--- src/rtl/tok_fifo_chain_pkg.sv ---
package tok_fifo_chain_pkg;

  // Strobes sent from a slice's control to its storage.
  typedef struct packed {
    logic wrStb;
    logic rdStb;
  } slice_stb_t;

  function automatic int unsigned ptrWidth(input int unsigned depth);
    return (depth > 1) ? $clog2(depth) : 1;
  endfunction

endpackage

--- src/rtl/tok_slice_ctrl.sv ---
module tok_slice_ctrl
  import tok_fifo_chain_pkg::*;
#(
  parameter int unsigned SLICE_DEPTH = 4,
  parameter int unsigned PTR_W       = ptrWidth(SLICE_DEPTH)
) (
  input  logic             clk,
  input  logic             rstN,
  input  logic             firstLoadN,
  input  logic             wrPassIn,
  input  logic             rdPassIn,
  input  logic             wrAcc,
  input  logic             rdAcc,
  output logic             wrTok,
  output logic             rdTok,
  output logic             wrPass,
  output logic             rdPass,
  output slice_stb_t       stb,
  output logic [PTR_W-1:0] wrPtr,
  output logic [PTR_W-1:0] rdPtr,
  output logic             sliceEmptyN,
  output logic             sliceFullN
);

  localparam int unsigned CNT_W = $clog2(SLICE_DEPTH + 1);
  localparam logic [PTR_W-1:0] LAST_LOC = PTR_W'(SLICE_DEPTH - 1);
  localparam logic [CNT_W-1:0] CNT_FULL = CNT_W'(SLICE_DEPTH);

  logic [CNT_W-1:0] count;
  logic             wrAtLast;
  logic             rdAtLast;

  assign wrAtLast = (wrPtr == LAST_LOC);
  assign rdAtLast = (rdPtr == LAST_LOC);

  always_comb begin
    stb.wrStb = wrTok & wrAcc;
    stb.rdStb = rdTok & rdAcc;
  end

  assign wrPass = stb.wrStb & wrAtLast;
  assign rdPass = stb.rdStb & rdAtLast;

  assign sliceEmptyN = (count != '0);
  assign sliceFullN  = (count != CNT_FULL);

  // Token ownership: an incoming hand-off has priority, so that a ring of
  // one slice keeps its own tokens.
  always_ff @(posedge clk) begin
    if (!rstN) begin
      wrTok <= ~firstLoadN;
      rdTok <= ~firstLoadN;
    end else begin
      if (wrPassIn)    wrTok <= 1'b1;
      else if (wrPass) wrTok <= 1'b0;
      if (rdPassIn)    rdTok <= 1'b1;
      else if (rdPass) rdTok <= 1'b0;
    end
  end

  always_ff @(posedge clk) begin
    if (!rstN) begin
      wrPtr <= '0;
      rdPtr <= '0;
    end else begin
      if (stb.wrStb) wrPtr <= wrAtLast ? '0 : wrPtr + 1'b1;
      if (stb.rdStb) rdPtr <= rdAtLast ? '0 : rdPtr + 1'b1;
    end
  end

  always_ff @(posedge clk) begin
    if (!rstN) begin
      count <= '0;
    end else begin
      unique case ({stb.wrStb, stb.rdStb})
        2'b10:   count <= count + 1'b1;
        2'b01:   count <= count - 1'b1;
        default: count <= count;
      endcase
    end
  end

endmodule

--- src/rtl/tok_slice_store.sv ---
module tok_slice_store
  import tok_fifo_chain_pkg::*;
#(
  parameter int unsigned DATA_W      = 9,
  parameter int unsigned SLICE_DEPTH = 4,
  parameter int unsigned PTR_W       = ptrWidth(SLICE_DEPTH)
) (
  input  logic              clk,
  input  logic              rstN,
  input  slice_stb_t        stb,
  input  logic [PTR_W-1:0]  wrPtr,
  input  logic [PTR_W-1:0]  rdPtr,
  input  logic [DATA_W-1:0] wrData,
  output logic [DATA_W-1:0] rdQ
);

  logic [DATA_W-1:0] mem [SLICE_DEPTH];

  always_ff @(posedge clk) begin
    if (stb.wrStb) mem[wrPtr] <= wrData;
  end

  always_ff @(posedge clk) begin
    if (!rstN)          rdQ <= '0;
    else if (stb.rdStb) rdQ <= mem[rdPtr];
  end

endmodule

--- src/rtl/tok_fifo_chain.sv ---
module tok_fifo_chain
  import tok_fifo_chain_pkg::*;
#(
  parameter int unsigned NUM_SLICES  = 3,
  parameter int unsigned SLICE_DEPTH = 4,
  parameter int unsigned DATA_W      = 9
) (
  input  logic                  clk,
  input  logic                  rstN,
  input  logic [NUM_SLICES-1:0] firstLoadN,
  input  logic                  wrEn,
  input  logic [DATA_W-1:0]     wrData,
  input  logic                  rdEn,
  output logic [DATA_W-1:0]     rdData,
  output logic                  rdValid,
  output logic                  emptyN,
  output logic                  fullN,
  output logic [NUM_SLICES-1:0] wrPassOut,
  output logic [NUM_SLICES-1:0] rdPassOut
);

  localparam int unsigned PTR_W = ptrWidth(SLICE_DEPTH);

  logic [NUM_SLICES-1:0] wrTok;
  logic [NUM_SLICES-1:0] rdTok;
  logic [NUM_SLICES-1:0] wrPass;
  logic [NUM_SLICES-1:0] rdPass;
  logic [NUM_SLICES-1:0] sliceEmptyN;
  logic [NUM_SLICES-1:0] sliceFullN;
  logic [NUM_SLICES-1:0] rdSel;
  logic [DATA_W-1:0]     sliceQ [NUM_SLICES];
  logic                  wrAcc;
  logic                  rdAcc;

  // Active-low flags: the composite is asserted only when every slice agrees.
  assign emptyN = |sliceEmptyN;
  assign fullN  = |sliceFullN;
  assign wrAcc  = wrEn & fullN;
  assign rdAcc  = rdEn & emptyN;

  assign wrPassOut = wrPass;
  assign rdPassOut = rdPass;

  for (genvar i = 0; i < NUM_SLICES; i++) begin : g_slice
    localparam int unsigned PREV = (i == 0) ? NUM_SLICES - 1 : i - 1;

    slice_stb_t       stb;
    logic [PTR_W-1:0] wrPtr;
    logic [PTR_W-1:0] rdPtr;

    tok_slice_ctrl #(
      .SLICE_DEPTH(SLICE_DEPTH),
      .PTR_W      (PTR_W)
    ) u_ctrl (
      .clk        (clk),
      .rstN       (rstN),
      .firstLoadN (firstLoadN[i]),
      .wrPassIn   (wrPass[PREV]),
      .rdPassIn   (rdPass[PREV]),
      .wrAcc      (wrAcc),
      .rdAcc      (rdAcc),
      .wrTok      (wrTok[i]),
      .rdTok      (rdTok[i]),
      .wrPass     (wrPass[i]),
      .rdPass     (rdPass[i]),
      .stb        (stb),
      .wrPtr      (wrPtr),
      .rdPtr      (rdPtr),
      .sliceEmptyN(sliceEmptyN[i]),
      .sliceFullN (sliceFullN[i])
    );

    tok_slice_store #(
      .DATA_W     (DATA_W),
      .SLICE_DEPTH(SLICE_DEPTH),
      .PTR_W      (PTR_W)
    ) u_store (
      .clk   (clk),
      .rstN  (rstN),
      .stb   (stb),
      .wrPtr (wrPtr),
      .rdPtr (rdPtr),
      .wrData(wrData),
      .rdQ   (sliceQ[i])
    );
  end

  // Remember which slice answered the accepted read.
  always_ff @(posedge clk) begin
    if (!rstN) begin
      rdSel   <= '0;
      rdValid <= 1'b0;
    end else begin
      rdSel   <= rdTok & {NUM_SLICES{rdAcc}};
      rdValid <= rdAcc;
    end
  end

  always_comb begin
    rdData = '0;
    for (int i = 0; i < NUM_SLICES; i++) begin
      if (rdSel[i]) rdData |= sliceQ[i];
    end
  end

endmodule

--- config.mk ---
export PLATFORM = sky130hd
export DESIGN_NAME = tok_fifo_chain
export DESIGN_NICKNAME = d
export VERILOG_FILES = /design/src/rtl/tok_fifo_chain_pkg.sv /design/src/rtl/tok_slice_ctrl.sv /design/src/rtl/tok_slice_store.sv /design/src/rtl/tok_fifo_chain.sv
export SDC_FILE = /design/constraint.sdc
export NUM_CORES = 1
export LEC_CHECK = 0
export BUFFER_PORTS_ARGS = -buffer_cell sky130_fd_sc_hd__buf_2
export CAP_MARGIN = 0
export CORE_MARGIN = 5
export CORE_UTILIZATION = 61
export DETAILED_ROUTE_END_ITERATION = 8
export PLACE_DENSITY = 0.82
export SYNTH_ARGS = -nofsm -noshare
export SYNTH_HDL_FRONTEND = slang
export SYNTH_SLANG_ARGS = --single-unit
--- constraint.sdc ---
create_clock -name clk -period 3.3 [get_ports clk]
set_clock_uncertainty 0.05 [all_clocks]
set_input_delay 0.33 -clock clk [delete_from_list [all_inputs] [get_ports clk]]
set_output_delay 0.33 -clock clk [all_outputs]
set_load 0.01 [all_outputs]
# Word-level counts from Yosys, hierarchy flattened
# Memory sizes are Yosys's and may differ from the RTL's. A register that Yosys moved wholly into a read port is not among the register bits.
# Index checks and enable logic that the tools add are counted.
[word_totals] ff_bits=31 ramBits=108 input_bits=16 output_inout_bits=18 word_cells=120 memories=3
[memory_table] memory="g_slice[0].u_store.mem" words=4 width=9 read_ports=1 rd_clocked_by_memory_dff=1 write_ports=1 line_no="tok_slice_store.sv:17" rtl="logic [DATA_W-1:0] mem [SLICE_DEPTH];"
[memory_table] memory="g_slice[1].u_store.mem" words=4 width=9 read_ports=1 rd_clocked_by_memory_dff=1 write_ports=1 line_no="tok_slice_store.sv:17"
[memory_table] memory="g_slice[2].u_store.mem" words=4 width=9 read_ports=1 rd_clocked_by_memory_dff=1 write_ports=1 line_no="tok_slice_store.sv:17"
[op_classes] n_addsub=12 eq_ne=21 mux=36 bitwise_logic=20 n_reduce_logical=11
[ops] op="$mux 9" n=3
[ops] op="$mux 1" n=24
[ops] op="$eq 2x2->1 const B" n=9
[ops] op="$ne 3x1->1 const B" n=6
[ops] op="$or 9x9->9" n=2
[ops] op="$pmux 3 s2" n=3
[ops] op="$and 1x1->1" n=14
[ops] op="$add 2x1->2 const B" n=6
[ops] op="$mux 2" n=6
[ops] op="$add 3x1->3 const B" n=3
[ops] op="$ne 3x3->1 const B" n=3
[ops] op="$reduce_bool 3->1" n=3
[ops] op="$sub 3x1->3 const B" n=3
[ops] op="$eq 2x1->1 const B" n=3
[ops] op="$reduce_bool 2->1" n=3
[ops] op="$reduce_or 3->1" n=2
[ops] op="$and 3x3->3" n=1
[ops] op="$logic_not 1->1" n=3
[ops] op="$not 1->1" n=3

# Longest topological paths before layout
# Gate-level depths: netlist of the first run.
[depth] depth_word=8 depth_mapped=11 depth_no_buf=9

# Cells and area by module
# Synthesis of the first run repeated with hierarchy kept, for this count alone.
[hier_totals] cells_unflattened=465 hier_area_um2=6761.5
[by_module_without_submodules] module="tok_slice_store" instances=3 cells_per_inst=92 area_per_inst_um2=1682.9 seq_area_each_um2=1261.2
[by_module_without_submodules] module="tok_slice_ctrl" instances=3 cells_per_inst=52 area_per_inst_um2=476.7 seq_area_each_um2=200.2
[by_module_without_submodules] module="tok_fifo_chain" instances=1 cells_per_inst=33 area_per_inst_um2=282.8 seq_area_each_um2=80.1

# Least setup slack after synthesis of the first run
# Ideal clock, no wire load.
[synth_path] path_kind="flip-flop to flip-flop" start="register g_slice[0].u_ctrl.count[0]" end="register g_slice[0].u_ctrl.count[2]" setup_time_ns=0.071 arrival_ns=2.468 required_ns=3.179 setup_slack_ns=0.712 stages_incl_launch_ff=12 n_path_buf=2 synth_period_minus_slack_ns=2.588 cell_sequence="dfxtp_1 or4_1 buf_6 o31ai_4 buf_8 inv_2 ha_1 inv_1 fa_1 xor2_1 or3_1 a21oi_1"
[synth_rtl] element="start, declared" line_no="tok_slice_ctrl.sv:29" rtl="logic [CNT_W-1:0] count;"
[synth_rtl] element="start signal, assigned" line_no="tok_slice_ctrl.sv:76" rtl="2'b10: count <= count + 1'b1;"
[synth_rtl] element="start signal, assigned" line_no="tok_slice_ctrl.sv:77" rtl="2'b01: count <= count - 1'b1;"
[synth_rtl] element="start signal, assigned" line_no="tok_slice_ctrl.sv:78" rtl="default: count <= count;"

# Worst setup path after layout of the first run
[layout_path] start="register g_slice[0].u_ctrl.count[0]" end="output port rdPassOut[0]"
[layout_via] elab_chain_cells=5
[layout_rtl] element="$reduce_bool 3->1" line_no="tok_slice_ctrl.sv:44" rtl="assign sliceEmptyN = (count != '0);"
[layout_rtl] element="$reduce_or 3->1" line_no="tok_fifo_chain.sv:36" rtl="assign emptyN = |sliceEmptyN;"
[layout_rtl] element="$and 1x1->1" line_no="tok_fifo_chain.sv:39" rtl="assign rdAcc = rdEn & emptyN;"
[layout_rtl] element="$and 1x1->1" line_no="tok_slice_ctrl.sv:38" rtl="stb.rdStb = rdTok & rdAcc;"
[layout_rtl] element="$and 1x1->1" line_no="tok_slice_ctrl.sv:42" rtl="assign rdPass = stb.rdStb & rdAtLast;"
[layout_rtl] element="end, declared" line_no="tok_fifo_chain.sv:19" rtl="output logic [NUM_SLICES-1:0] rdPassOut"
# Every way passes these cells.

==> results.txt, run 1 <==
----------------------------------------------------
[Logic synthesis]
  #FFs+latches synth ... 166
  Synthesized instance count ... 497
  Synthesized-area fraction occupied by ao, oa, aoi and oai cells ... 0.04967
  Predominant post-synthesis flop cell ... sky130_fd_sc_hd__edfxtp_1
  Count of distinct cell types in the synthesized netlist ... 35
  Share of the yosys chip area belonging to registers ... 0.6330
  Net Count, Synth ... 534
  Post-synth EDFFs ... 114
  Multiplexer share of the synthesized area ... 0.1416
  Main combinational cell family by area after synthesis ... multiplexers
  Synthesized-area fraction occupied by and/or/nand/nor cells ... 0.08214
  Proportion of synthesized flip-flops having asynchronous set or reset ... 0
  Xor and xnor fraction of the mapped netlist area ... 0.007451
  Warning count from the yosys run ... 0
  Average footprint of a synthesized cell ... 14.19 µm²
  Area of the mapped netlist ... a little over 7000 µm²
  Arithmetic-cell share of the synthesized area counting full adders, half adders and majority gates ... 0.04045

[Pwr]
  Design Power ... roughly 5.6 mW
  Switch share ... 0.2859
  Power Density ... around 710 nW/µm²
  Share of total power in the clock network ... 0.337
  Cell internal power dissipation ... around 4.0 mW
  Combinational cell fraction of total power ... 0.189
  Net switching power ... about 1.6 mW
  Largest voltage drop on the vdd net ... roughly 0.6 mV
  Part of the power in registers ... 0.473
  Lkg Pwr ... around 3.0 nW

[CTS]
  Clock-pin slew of the registers on the worst-case setup and hold paths ... approximately 60 ps
  Number of clock sinks seen by CTS ... 166
  Post-CTS sizing ... 0
  Maximum count of clock buffers along a single path ... 2
  CTS HTree Levels ... 4
  Setup repair bufs after CTS ... 0
  Clock insertion delay at the later pin of the skew report ... ~430 ps
  Hold buffer count at CTS ... 0
  Total CTS buffers ... 17
  Clock tree from TritonCTS ... built
  Root buf cell ... sky130_fd_sc_hd__clkbuf_16

[Floorplanning]
  Die Footprint ... roughly 14000 µm²
  Core Box Area ... between 10000 and 15000 µm²
  Number of I/O pins ... 34
  Height of the die ... ~120 µm
  DIE WIDTH ... between 100 and 150 µm
  Effective utilization at floorplan ... 0.6203
  Placement Rows ... 39

[Global routing]
  Number of global-route vias before repair ... around 4100
  Congestion Overflow GR ... 0
  Global-route usage over all layers ... 0.2075
  Antenna violations before repair ... 0
  Maximum number of pins on one net before global-route repair ... 56
  Wire length of the first global-routing pass ... 22000 µm

[Layout]
  Area added between synthesis and finish ... 10.86%
  Fraction of layout cells with a size suffix above 1 ... 0.2037
  Number of filler instances in the final layout ... 753
  Area used by multi-input combinational logic ... approximately 2300 µm²
  Antenna fix cells ... 0
  FF/Latch Area ... roughly 4500 µm²
  Total Nets Final ... between 500 and 600
  Final design area excluding fillers ... 7819 µm²

[Timing]
  Final Slew Violations ... 0
  Worst-Margin Slew ... 769.7 ps
  Slew headroom ... 0.4861
  Total setup violations reported at the end of the flow ... 0
  Hold Fails Final Rpt ... 0
  Setup tns final ... 0 ps
  Fin crit share ... 0.8104
  Clock period minus worst slack ... about 2700 ps
  RSZ-0062 raised after global routing ... false
  Highest Clock Rate ... 373.9 MHz

[Drt]
  Routed WL per cell ... 20.37 µm
  Total number of vias ... between 4000 and 5000
  Number of remaining DRC errors ... 0
  Number of search-and-repair iterations in the first detailed-routing pass ... 8
  DRT Wirelength ... about 14000 µm
  Via density per instance ... 5.976
  Iter 0 DRT Violations ... ~460
  Antenna Nets Post-Route ... 0

[Min path]
  Hold Path Stages ... 2
  Tightest Hold Check Type ... input pin to flop
  Worst hold path startpoint ... firstLoadN[1]
  End point of the most critical hold path ... g_slice[1].u_ctrl.rdTok

[Setup path]
  Worst-case register-to-register setup slack ... between 700 and 800 ps
  Crit path launch type ... flop
  Dominant delay contributor by cell family on the critical path ... simple AND/OR/NAND/NOR gates
  Max incr delay on CP ... ~710 ps
  Worst reg2reg endpoint ... g_slice[2].u_ctrl.count[2]
  Worst Path Class, Setup ... flop to output pin
  CP max-delay cell ... sky130_fd_sc_hd__or4_1
  Reg2reg path depth ... 9
  Series of cell instances along the critical path ... or4_1 -> or3_1 -> and3_1 -> buf_2
  Critical Path AT ... between 2000 and 2500 ps
  Endpoint type of the worst setup path ... output pin
  Bufs and invs on worst path ... 1
  Largest fanout on the critical path ... 5
  Required time of the critical path ... ~3000 ps
  Critical register-to-register path startpoint ... g_slice[0].u_ctrl.count[0]

[Run status]
  Run status ... finished, final reports clean

[Place]
  Port Buf Inserts ... 33
  Instance area at placement ... 7254 µm²
  Detailed placement HPWL ... 8788 µm
  Placer Congestion ... between 0.8 and 0.9

[Run]
  Max_cap viols ... 0

----------------------------------------------------
==> sequential cells by signal (all words and copies together) (netlist names) <==
register,flops
g_slice.u_store.mem,108
g_slice.u_store.rdQ,27
g_slice.u_ctrl.count,9
g_slice.u_ctrl.rdPtr,6
g_slice.u_ctrl.wrPtr,6
g_slice.u_ctrl.rdTok,3
g_slice.u_ctrl.wrTok,3
rdSel,3
rdValid,1
==> how the worst max path moves through the flow <==
stage / cells after the start / to / start / slack, ps
final: 4 / rdPassOut[0] / g_slice[0].u_ctrl.count[0] / 630
after global routing: 4 / rdPassOut[0] / g_slice[0].u_ctrl.count[0] / 540
after CTS: 4 / rdPassOut[0] / g_slice[0].u_ctrl.count[0] / 600
after detailed placement: 9 / g_slice[0].u_ctrl.count[2] / g_slice[0].u_ctrl.count[0] / 790
after global placement: 9 / g_slice[0].u_ctrl.count[2] / g_slice[0].u_ctrl.count[0] / 850
after floorplan: 11 / g_slice[0].u_ctrl.count[2] / g_slice[0].u_ctrl.count[0] / 710
==> per-layer routing <==
metal	up-vias	GRT usage	share of wire
li1	1854	-	-
met1	2025	0.2603	0.40
met2	141	0.3448	0.51
met3	32	0.05766	0.059
met4	0	0.07885	0.025
met5	-	0	0
==> stage by stage <==
stage          hold slack [ps]  instances  utilization  setup slack (ps)
2_1_floorplan            378.9        497            -             711.8
3_3_place_gp             395.5        646       0.6381             853.6
3_5_place_dp             404.6        646       0.6381             786.9
4_1_cts                  161.1        678       0.6877             603.9
5_1_grt                  171.0        678       0.6877             543.3
6_report                 180.3        678       0.6877             625.6
==> cell type report <==
cell class,count,share of cell area
repair buffers,40,0.02784
flip-flops and latches,166,0.5710
multi-input cells,263,0.2898
clock inverters,8,0.007841
clock buffers,24,0.06433
inverters,34,0.01632
well taps,143,0.02288
==> kinds of logic (layout without fill, tap and decap cells) <==
logic type / count (synthesis) / in the layout
DFF: 166 / 166
adders and majority gates: 21 / 21
and+or+nand+nor: 129 / 129
muxes: 66 / 66
xor gates and xnor gates: 6 / 6
buffers and inverters: 68 / 106
AOI/OAI and AO/OA: 41 / 41
==> cells in the mapped netlist, drive strengths merged, types with 4 or more instances <==
cell type | n | area [µm²]
edfxtp | 114 | 3423
nand2 | 78 | 292.8
dfxtp | 52 | 1041
mux2i | 39 | 390.4
inv | 34 | 127.6
mux4 | 27 | 608.1
clkbuf | 21 | 78.83
ha | 18 | 225.2
and2 | 15 | 93.84
nor2 | 14 | 52.55
buf | 13 | 116.4
or3 | 11 | 68.82
a222oi | 9 | 90.09
a21oi | 6 | 30.03
o21ai | 6 | 30.03
xor2 | 6 | 52.55
a31o | 4 | 35.03
and3 | 4 | 25.02
o31ai | 4 | 76.32
==> power groups by stage <==
stage | combinational [mW] | clock [mW] | sequential (mW)
4_1_cts | 1.06 | 1.89 | 2.64
5_1_grt | 1.15 | 1.99 | 2.67
3_5_place_dp | 1.05 | 0 | 2.68
6_report | 1.05 | 1.88 | 2.63
3_3_place_gp | 1.00 | 0 | 2.66
2_1_floorplan | 0.979 | 0 | 2.53
==> layout by cell type (no fill, tap or decap), types with 2 or more instances in the layout <==
cell / n
sky130_fd_sc_hd__edfxtp_1: 114
sky130_fd_sc_hd__nand2_1: 78
sky130_fd_sc_hd__dfxtp_1: 52
sky130_fd_sc_hd__mux2i_1: 39
sky130_fd_sc_hd__buf_2: 33
sky130_fd_sc_hd__inv_1: 31
sky130_fd_sc_hd__mux4_2: 27
sky130_fd_sc_hd__ha_1: 18
sky130_fd_sc_hd__clkbuf_16: 18
sky130_fd_sc_hd__and2_1: 15
sky130_fd_sc_hd__nor2_1: 14
sky130_fd_sc_hd__or3_1: 11
sky130_fd_sc_hd__a222oi_1: 9
sky130_fd_sc_hd__buf_4: 7
sky130_fd_sc_hd__o21ai_0: 6
sky130_fd_sc_hd__a21oi_1: 6
sky130_fd_sc_hd__xor2_1: 6
sky130_fd_sc_hd__and3_1: 4
sky130_fd_sc_hd__a31o_2: 4
sky130_fd_sc_hd__o31ai_4: 3
sky130_fd_sc_hd__inv_2: 3
sky130_fd_sc_hd__a22oi_1: 3
sky130_fd_sc_hd__a31oi_1: 3
sky130_fd_sc_hd__o22ai_1: 3
sky130_fd_sc_hd__nor3_1: 3
sky130_fd_sc_hd__fa_1: 3
sky130_fd_sc_hd__clkbuf_8: 3
sky130_fd_sc_hd__inv_6: 3
sky130_fd_sc_hd__clkbuf_1: 3
sky130_fd_sc_hd__a221o_1: 2
sky130_fd_sc_hd__clkinv_4: 2
sky130_fd_sc_hd__clkinv_2: 2
Note: power is estimated with default switching activity, not from simulation.
==> run 2: changes to the inputs <==
Settings changed: CORE_UTILIZATION 61 to 55, PLACE_DENSITY 0.82 to 0.78.
Clock period 3.3 ns to 2.2 ns, I/O delays scaled along.
==> run 2 against run 1 <==
Net effect: the flow now finishes with violations (negative setup slack); flip-flop and latch count unchanged; die area up 10%; worst hold slack worse by 82 ps; global-route usage up 0.069 points; count of clock-buffer cells in the layout up 1; core utilization down 2.7 points; sequential share of layout area down 3.5 points; critical path type unchanged; largest cell class unchanged.
==> results.txt, run 2 (same netlist as run 1, synthesis figures left out) <==
----------------------------------------------------
[Drt]
  Total met2 wirelength after detailed routing ... 7584 µm (was 7105 µm)
  Total routed wire length on the met1 layer ... 5922 µm (was 5546 µm)
  Antenna Nets Post-Route ... 0 (unchanged)
  Via density per instance ... 5.616 (was 5.976)
  Iter 0 DRT Violations ... 475 (was 458)
  Total number of vias ... 4167 (was 4052)
  DRT Wirelength ... 14650 µm (was 13810 µm)
  Routed WL per cell ... 19.74 µm (was 20.37 µm)
  Number of remaining DRC errors ... 0 (unchanged)
  Uppermost signal routing layer after detailed routing ... met4 (unchanged)
  Met3 wire length ... 906 µm (was 815 µm)
  Number of search-and-repair iterations in the first detailed-routing pass ... 7 (was 8)

[CTS]
  Clock tree from TritonCTS ... built (unchanged)
  Total CTS buffers ... 17 (unchanged)
  CTS HTree Levels ... 4 (unchanged)
  Root buf cell ... sky130_fd_sc_hd__clkbuf_16 (unchanged)
  Clock insertion delay at the later pin of the skew report ... 430 ps (about the same)
  Hold buffer count at CTS ... 0 (unchanged)
  Number of clock sinks seen by CTS ... 166 (unchanged)
  Maximum count of clock buffers along a single path ... 2 (unchanged)
  Clock-pin slew of the registers on the worst-case setup and hold paths ... 60 ps (about the same)

[Global routing]
  Global-route usage over all layers ... 0.2082 (was 0.2075)
  Antenna violations before repair ... 0 (unchanged)
  Maximum number of pins on one net before global-route repair ... 50 (was 56)
  Congestion Overflow GR ... 0 (unchanged)
  Number of global-route vias before repair ... 4271 (was 4132)
  Wire length of the first global-routing pass ... 22890 µm (was 22000 µm)

[Layout]
  Fraction of layout cells with a size suffix above 1 ... 0.3053 (was 0.2037)
  Commonest cells after routing, fill and taps aside ... sky130_fd_sc_hd__edfxtp_1, sky130_fd_sc_hd__nand2_1, sky130_fd_sc_hd__dfxtp_1 (unchanged)
  Max FFs per register ... 108 (unchanged)
  Final Util ... 0.6608 (was 0.6877)
  Most frequent standard cell in the layout excluding fill and tap cells ... sky130_fd_sc_hd__edfxtp_1 (unchanged)
  Total Nets Final ... 594 (was 559)
  Largest register by flop count ... g_slice.u_store.mem (unchanged)
  Final design area excluding fillers ... 8339 µm² (was 7819 µm²)
  Area added between synthesis and finish ... 18.24% (was 10.86%)
  Antenna fix cells ... 0 (unchanged)
  Registers with the most flip-flops ... g_slice.u_store.mem (108), g_slice.u_store.rdQ (27), g_slice.u_ctrl.count (9) (unchanged)

[Setup path]
  Worst reg2reg endpoint ... g_slice[2].u_ctrl.count[1] (was g_slice[2].u_ctrl.count[2])
  Critical Path Start ... g_slice[2].u_ctrl.count[1] (was g_slice[0].u_ctrl.count[0])
  Dominant delay contributor by cell family on the critical path ... simple AND/OR/NAND/NOR gates (unchanged)
  Worst-case register-to-register setup slack ... -60 ps (was 740 ps)
  Worst Path Class, Setup ... flop to output pin (unchanged)
  CP max-delay cell ... sky130_fd_sc_hd__or4_4 (was sky130_fd_sc_hd__or4_1)
  Max incr delay on CP ... 600 ps (was 710 ps)
  Reg2reg path depth ... 9 (unchanged)
  Bufs and invs on worst path ... 1 (unchanged)
  Crit path launch type ... flop (unchanged)
  Required time of the critical path ... 1930 ps (was 2920 ps)
  Largest fanout on the critical path ... 5 (unchanged)
  Endpoint type of the worst setup path ... output pin (unchanged)
  Critical register-to-register path startpoint ... g_slice[2].u_ctrl.count[1] (was g_slice[0].u_ctrl.count[0])
  Critical Path AT ... 2030 ps (was 2290 ps)
  Series of cell instances along the critical path ... or4_4 -> or3_4 -> and3_4 -> buf_6 (was or4_1 -> or3_1 -> and3_1 -> buf_2)

[Run status]
  Violations in the final reports ... negative setup slack
  Run status ... finished with violations (was finished, final reports clean)

[Floorplanning]
  Placement Rows ... 41 (was 39)
  Number of I/O pins ... 34 (unchanged)
  Core Box Area ... 12620 µm² (was 11370 µm²)
  Height of the die ... 123.2 µm (was 117.5 µm)
  Effective utilization at floorplan ... 0.5589 (was 0.6203)
  DIE WIDTH ... 123.2 µm (was 117.5 µm)
  Die Footprint ... 15190 µm² (was 13810 µm²)

[Min path]
  Hold Path Stages ... 2 (unchanged)
  Worst hold path startpoint ... firstLoadN[2] (was firstLoadN[1])
  Tightest Hold Check Type ... input pin to flop (unchanged)
  End point of the most critical hold path ... g_slice[2].u_ctrl.rdTok (was g_slice[1].u_ctrl.rdTok)

[Timing]
  Final Slew Violations ... 0 (unchanged)
  Slew headroom ... 0.6239 (was 0.4861)
  Fin crit share ... 1.046
  Highest Clock Rate ... 434.6 MHz
  Worst-Margin Slew ... 564.2 ps (was 769.7 ps)
  RSZ-0062 raised after global routing ... true (was false)
  Hold Fails Final Rpt ... 0 (unchanged)
  Crit path setup slack, layout ... -100.7 ps (was 625.6 ps)
  Clock period minus worst slack ... ~2300 ps
  Total setup violations reported at the end of the flow ... 10 (was 0)
  Setup tns final ... -564.3 ps (was 0 ps)

[Pwr]
  Largest voltage drop on the vdd net ... 0.6900 mV (was 0.5937 mV)
  Power Density ... 1092 nW/µm² (was 711.2 nW/µm²)
  Design Power ... 9.110 mW (was 5.561 mW)
  Lkg Pwr ... 3.229 nW (was 3.014 nW)

[Place]
  Instance area at placement ... 7495 µm² (was 7254 µm²)
  Placer Congestion ... 0.7659 (was 0.8299)
  Detailed placement HPWL ... 9677 µm (was 8788 µm)
  Port Buf Inserts ... 33 (unchanged)
  Placement-stage worst setup slack ... -122.1 ps (was 786.9 ps)

[Run]
  Max_cap viols ... 0 (unchanged)

----------------------------------------------------
==> run 2: metal layers <==
layer	global-route usage	up-vias
met2	0.3415	130
met4	0.06436	0
met5	0	-
met1	0.2641	2096
li1	-	1925
met3	0.06953	16
==> run 2: worst max path at each step <==
stage	end	slack, ps	depth (start not counted)
floorplan	g_slice[1].u_ctrl.count[2]	-280	11
CTS	rdPassOut[1]	-160	5
finish	rdPassOut[1]	-100	4
global route	rdPassOut[1]	-160	4
global placement	g_slice[0].u_ctrl.count[2]	-70	10
detailed placement	g_slice[0].u_ctrl.count[2]	-120	10
==> run 2: final cells by class <==
class,instances,area (µm²)
multi-input cells,263,2382
repair buffers,75,533.0
inverters,34,135.1
flip-flops and latches,166,4468
clock buffers,25,526.8
well taps,172,215.2
fillers,867,4280
clock inverters,7,78.83
==> run 2: per-stage QoR <==
stage	hold WS [ps]	cells
after floorplan	268.9	497
after global placement	395.3	695
after detailed placement	400.6	695
after CTS	71.40	732
after global routing	77.56	742
final	98.06	742
==> run 2: timing repair <==
item,4_1_cts,5_1_grt
endpoints found under the setup margin,13,13
resized for setup,18,16
setup buffers,5,11
pin swaps,7,7
hold endpoints to repair,0,0
gates cloned,0,0
==> run 2: power breakdown <==
group          switching [mW]  internal, mW  leakage (nW)
Sequential              0.184          3.60          1.46
Combinational            1.16          1.19          1.47
Clock                    1.18          1.79         0.300
Total                    2.52          6.58          3.23
